--- config.mk ---
export PLATFORM = sky130hd
export DESIGN_NAME = pwm3c_timer
export DESIGN_NICKNAME = d
export VERILOG_FILES = /design/src/rtl/pwm3_pkg.sv /design/src/rtl/pwm3_counter.sv /design/src/rtl/pwm3_shadow.sv /design/src/rtl/pwm3_compare.sv /design/src/rtl/pwm3c_timer.sv
export SDC_FILE = /design/constraint.sdc
export NUM_CORES = 1
export LEC_CHECK = 0
export BUFFER_PORTS_ARGS = -buffer_cell sky130_fd_sc_hd__buf_2
export CAP_MARGIN = 10
export CORE_MARGIN = 5
export CORE_UTILIZATION = 43
export DETAILED_ROUTE_END_ITERATION = 12
export GPL_ROUTABILITY_DRIVEN = 0
export PLACE_DENSITY_LB_ADDON = 0.08
export SLEW_MARGIN = 20
export SYNTH_ARGS = -nofsm -noshare
export SYNTH_HDL_FRONTEND = slang
export SYNTH_SLANG_ARGS = --single-unit
--- constraint.sdc ---
create_clock -name clk -period 7.5 [get_ports clk]
set_input_delay 1.5 -clock clk [delete_from_list [all_inputs] [get_ports clk]]
set_output_delay 1.5 -clock clk [all_outputs]
set_load 0.1 [all_outputs]
--- src/rtl/pwm3_pkg.sv ---
`timescale 1ns/1ps
package pwm3_pkg;

    localparam int CW  = 12;
    localparam int NPH = 3;

    typedef logic [CW-1:0] cval_t;

    typedef enum logic [1:0] {
        REG_PERIOD = 2'd0,
        REG_DUTY_A = 2'd1,
        REG_DUTY_B = 2'd2,
        REG_DUTY_C = 2'd3
    } reg_sel_e;

    // Cycle positions where a phase turns on (inclusive) and off (exclusive)
    typedef struct packed {
        cval_t rise;
        cval_t fall;
    } span_t;

    function automatic span_t span_of(cval_t per, cval_t duty);
        span_t s;
        if (duty == '0) begin
            s.rise = per;
            s.fall = per;
        end else if (duty >= per) begin
            s.rise = '0;
            s.fall = per;
        end else begin
            s.rise = (per - duty) >> 1;
            s.fall = s.rise + duty;
        end
        return s;
    endfunction

    function automatic cval_t clamp_period(cval_t p, cval_t floor_v);
        return (p < floor_v) ? floor_v : p;
    endfunction

endpackage

--- src/rtl/pwm3_counter.sv ---
`timescale 1ns/1ps
module pwm3_counter
    import pwm3_pkg::*;
#(
    parameter int RST_PERIOD = 64,
    parameter int LEAD       = 4
) (
    input  logic  clk,
    input  logic  rst,
    input  cval_t next_period,
    output cval_t pos,
    output cval_t period,
    output logic  arm,
    output logic  wrap,
    output logic  sync
);

    localparam cval_t RST_P  = cval_t'(RST_PERIOD);
    localparam cval_t LEAD_V = cval_t'(LEAD);
    localparam cval_t ONE    = cval_t'(1);

    always_ff @(posedge clk) begin
        if (rst) begin
            pos    <= '0;
            period <= RST_P;
        end else if (wrap) begin
            pos    <= '0;
            period <= next_period;
        end else begin
            pos    <= pos + ONE;
        end
    end

    assign wrap = (pos == period - ONE);
    assign arm  = (pos == period - LEAD_V);
    assign sync = (pos == '0) && !rst;

endmodule

--- src/rtl/pwm3_shadow.sv ---
`timescale 1ns/1ps
module pwm3_shadow
    import pwm3_pkg::*;
#(
    parameter int RST_PERIOD = 64,
    parameter int MIN_PERIOD = 8
) (
    input  logic              clk,
    input  logic              rst,
    input  logic              wr_en,
    input  logic [1:0]        wr_sel,
    input  cval_t             wr_data,
    input  logic              arm,
    input  logic              wrap,
    output cval_t             next_period,
    output span_t [NPH-1:0]   act_span,
    output logic  [NPH-1:0]   written
);

    localparam cval_t RST_P = cval_t'(RST_PERIOD);
    localparam cval_t MIN_P = cval_t'(MIN_PERIOD);

    cval_t                per_sh;
    cval_t  [NPH-1:0]     duty_sh;
    cval_t  [NPH-1:0]     act_duty;
    cval_t  [NPH-1:0]     pend_duty;
    span_t  [NPH-1:0]     pend_span;
    logic   [NPH-1:0]     wr_hit;
    logic                 commit;
    cval_t                per_new;
    cval_t  [NPH-1:0]     duty_src;
    span_t  [NPH-1:0]     span_new;
    reg_sel_e             sel;

    assign sel    = reg_sel_e'(wr_sel);
    assign commit = arm && (&written);

    genvar g;
    generate
        for (g = 0; g < NPH; g++) begin : g_ch
            assign wr_hit[g]   = wr_en && (wr_sel == 2'(g + 1));
            assign duty_src[g] = commit ? duty_sh[g] : act_duty[g];
            assign span_new[g] = span_of(per_new, duty_src[g]);
        end
    endgenerate

    assign per_new = clamp_period(per_sh, MIN_P);

    always_ff @(posedge clk) begin
        if (rst) begin
            per_sh      <= RST_P;
            duty_sh     <= '0;
            written     <= '0;
            act_duty    <= '0;
            pend_duty   <= '0;
            next_period <= RST_P;
            for (int i = 0; i < NPH; i++) begin
                pend_span[i] <= span_of(RST_P, '0);
                act_span[i]  <= span_of(RST_P, '0);
            end
        end else begin
            if (wr_en && sel == REG_PERIOD) per_sh <= wr_data;
            for (int i = 0; i < NPH; i++) begin
                if (wr_hit[i]) duty_sh[i] <= wr_data;
            end
            written <= (commit ? '0 : written) | wr_hit;
            if (arm) begin
                next_period <= per_new;
                pend_duty   <= duty_src;
                pend_span   <= span_new;
            end
            if (wrap) begin
                act_span <= pend_span;
                act_duty <= pend_duty;
            end
        end
    end

endmodule

--- src/rtl/pwm3_compare.sv ---
`timescale 1ns/1ps
module pwm3_compare
    import pwm3_pkg::*;
(
    input  cval_t             pos,
    input  span_t [NPH-1:0]   act_span,
    output logic  [NPH-1:0]   phase
);

    genvar g;
    generate
        for (g = 0; g < NPH; g++) begin : g_cmp
            assign phase[g] = (pos >= act_span[g].rise) && (pos < act_span[g].fall);
        end
    endgenerate

endmodule

--- src/rtl/pwm3c_timer.sv ---
`timescale 1ns/1ps
module pwm3c_timer
    import pwm3_pkg::*;
#(
    parameter int RST_PERIOD = 64,
    parameter int LEAD       = 4,
    parameter int MIN_PERIOD = 8
) (
    input  logic        clk,
    input  logic        rst,
    input  logic        wr_en,
    input  logic [1:0]  wr_sel,
    input  logic [11:0] wr_data,
    output logic [2:0]  phase_o,
    output logic        sync_o
);

    cval_t             pos;
    cval_t             cur_period;
    cval_t             next_period;
    logic              arm;
    logic              wrap;
    span_t [NPH-1:0]   act_span;
    logic  [NPH-1:0]   written;

    pwm3_counter #(
        .RST_PERIOD (RST_PERIOD),
        .LEAD       (LEAD)
    ) u_cnt (
        .clk         (clk),
        .rst         (rst),
        .next_period (next_period),
        .pos         (pos),
        .period      (cur_period),
        .arm         (arm),
        .wrap        (wrap),
        .sync        (sync_o)
    );

    pwm3_shadow #(
        .RST_PERIOD (RST_PERIOD),
        .MIN_PERIOD (MIN_PERIOD)
    ) u_shd (
        .clk         (clk),
        .rst         (rst),
        .wr_en       (wr_en),
        .wr_sel      (wr_sel),
        .wr_data     (wr_data),
        .arm         (arm),
        .wrap        (wrap),
        .next_period (next_period),
        .act_span    (act_span),
        .written     (written)
    );

    pwm3_compare u_cmp (
        .pos      (pos),
        .act_span (act_span),
        .phase    (phase_o)
    );

endmodule

==> results.tsv <==
metric	value	unit
dpl-instance-area	0.0177	mm^2
die_y	210	um
mostFrequentLayoutCells	508 x nand2_1, 303 x dfxtp_1, 251 x a21oi_1	
yosys.area_share.simple	21.3	%
rsz0062_at_grt	no	
drc	0	
drt-wirelength-per-cell	18.5	um
cp_top_family	compound AO/OA/AOI/OAI gates	
finalNonFillerCells	2751	
synthesis.nets	2409	
cp-startpoint	u_cnt.period[2]	
critPathLaunchType	flop	
cp_num_buf_inv	3	
synth-compound-area-share	20.2	%
grt_usage	22.6	%
grt_pass1_vias	14000	
layout_min_cycle_time	6830	ps
rr_worst_depth	29	
maxSlewViolCount	0	
r2r-start	u_cnt.period[2]	
routed_wl	50800	um
ys_seq_elements	303	
worst_slew_pin_slew	1030	ps
cap_viol_max_count	0	
core_area	0.0396	mm^2
clkTransAtPathRegs	60	ps
ir_worst_vdd	0.172	mV
utilization	47.7	%
num_vias	14800	
synth_top_family_by_area	simple AND/OR/NAND/NOR gates	
ioPinCount	21	
cts_buffer_depth	3	
fin_area	0.0189	mm^2
syn_to_final_growth	9.83	%
endpoint	u_shd.pend_span[59]	
syn-cell-area	0.0172	mm^2
endpoint_kind	flop	
cp_data_required_time	7950	ps
grt_pass1_wl	80200	um
fmax	0.147	GHz
die_area	0.0441	mm^2
holdPathStages	2	
die_x	210	um
crit_arrival	7270	ps
power_density	196	mW/mm^2
via_per_inst	5.40	
placedCellCount	2685	
worstHoldPathType	reg -> reg	
seq_area_frac_synth	35.2	%
cts-resized-gates	0	
ys_types	76	
status	finished clean	
cp_max_fo	24	
clk_latency	560	ps
r2r_setup_slack	670	ps
syn-instance-count	2244	
relSlewSlack	31.2	%
cp_slowest_stage_delay	470	ps
hold_viol	0	
min_period_over_period	91.0	%
synthArstFlopShare	0	%
final_common_cell	nand2_1	
r2r_end	u_shd.pend_span[59]	
synthMuxAreaShare	1.14	%
drive_above_1_share	6.15	%
synth_xor_area_share	4.77	%
synth_adder_area_share	11.2	%
initial_core_util	43.4	%
leakage	7.36	nW
worst-path-stages	29	
crit_type	reg -> reg	
io_buffers	20	
synthFlopType	dfxtp_1	
cts_tree	yes	
setup_viol	0	
drt_pass1_iterations	5	
cts_setup_buffers	0	
nets	2364	
rows	73	
cts_hold_buffers	0	
drt-initial-drc-count	1060	
cts_made_buffers	37	
diodes	0	
clock_skew	26.7	ps
fillers	3974	
crit_top_cell	o21ai_0	
hpwl	35500	um
dpl_worst_slack	784	ps
syn_avg_cell_area	7.67	um^2
setup_slack	674	ps
crit_path_top_delay_cell	nor2_2	
grt_max_degree	102	
synth_edf_count	0	
overflow	0	
grt_antenna_before_repair	0	
htree_levels	2	
cts.sinks	303	
ant_nets	0	
root_buffer	clkbuf_16	
setup-tns-final	0	ps
yosysWarnings	0	
==> state kept, by name, indices dropped and copies added (netlist names) <==
name               count
u_shd.per_sh          12
u_shd.pend_span       72
u_shd.written          3
u_shd.next_period     12
u_shd.duty_sh         36
u_shd.pend_duty       36
u_shd.act_duty        36
u_cnt.period          12
u_cnt.pos             12
u_shd.act_span        72
==> stage by stage <==
| stage | hold WS, ps | power, mW |
|---|---|---|
| CTS | 450 | 3.75 |
| global route | 465 | 3.85 |
| global placement | 438 | 1.97 |
| finish | 449 | 3.71 |
| detailed placement | 444 | 1.98 |
| floorplan | 432 | 1.89 |
==> layout make-up <==
type	count	area (um^2)	area share [%]
inverter	134	504	2.67
timing repair buffer	59	402	2.12
tap	525	657	3.47
clock inverter	14	155	0.820
sequential	303	6070	32.1
clock buffer	52	1030	5.46
multi-input combinational	1664	10100	53.4
==> metal layers <==
metal  wire (um)  share of wire [%]  global-route usage (%)  up-vias
li1            -                  -                       -     7589
met1       25600                 50                    33.7     6814
met2       21200                 42                    33.5      369
met3        2630                5.2                    3.50       71
met4        1400                2.8                    6.95        0
met5           0                  0                       0        -
==> cells by family (layout without fill, tap and decap cells) <==
| logic type | count (synthesis) | in the layout |
|---|---|---|
| and+or+nand+nor | 854 | 854 |
| AOI/OAI and AO/OA | 548 | 548 |
| DFF | 303 | 303 |
| buffers and inverters | 277 | 259 |
| adders and majority gates | 151 | 151 |
| xor gates and xnor gates | 92 | 92 |
| muxes | 19 | 19 |
==> worst register-to-register path: cells and delay by family (launching register included) <==
family	cells	cell delay, ps
buffers and inverters	3	580
adders and majority gates	3	830
DFF	1	380
AOI/OAI and AO/OA	13	2770
xor gates and xnor gates	2	370
and+or+nand+nor	8	1770
==> synthesized netlist by cell type, types with 4 or more instances <==
cell type	n	area share, %
o21ai_0	35	1.0
o31ai_1	5	0.22
buf_2	5	0.15
a211oi_1	76	3.3
nand3_1	33	0.96
inv_1	131	2.9
nor3b_1	5	0.22
a21oi_1	251	7.3
or2_2	4	0.15
o2111ai_1	4	0.20
xor2_1	31	1.6
clkbuf_1	129	2.8
dfxtp_1	303	35
buf_1	5	0.11
nand2_1	508	11
a22o_1	4	0.20
nor2b_1	10	0.36
nor2_1	157	3.4
mux2i_1	17	0.99
a21o_1	69	3.0
a31oi_1	10	0.36
xnor2_1	59	3.0
nand3b_1	4	0.17
nand4_1	19	0.69
nor4_1	26	0.94
a22oi_1	16	0.70
and3_1	13	0.47
o21a_1	5	0.22
nand2b_1	17	0.62
o21ai_1	7	0.20
o21bai_1	11	0.48
ha_1	142	10
nor3_1	31	0.90
a221oi_1	15	0.76
o211ai_1	12	0.52
or3_1	4	0.15
and2_1	7	0.25
fa_1	6	0.70
==> worst min-delay path by stage <==
stage	startpoint	to
6_report	u_shd.act_span[10]	u_shd.act_span[10]
5_1_grt	u_shd.act_span[46]	u_shd.act_span[46]
4_1_cts	u_shd.pend_duty[2]	u_shd.act_duty[2]
3_5_place_dp	u_shd.pend_span[17]	u_shd.act_span[17]
3_3_place_gp	u_shd.act_span[16]	u_shd.act_span[16]
2_1_floorplan	u_shd.act_duty[35]	u_shd.act_duty[35]
==> report_power, final <==
part           switching [mW]  internal [mW]  total (mW)
combinational           0.195          0.118       0.312
clock                   0.726           1.04        1.76
sequential             0.0111           1.62        1.63
Note: power is estimated with default switching activity, not from simulation.
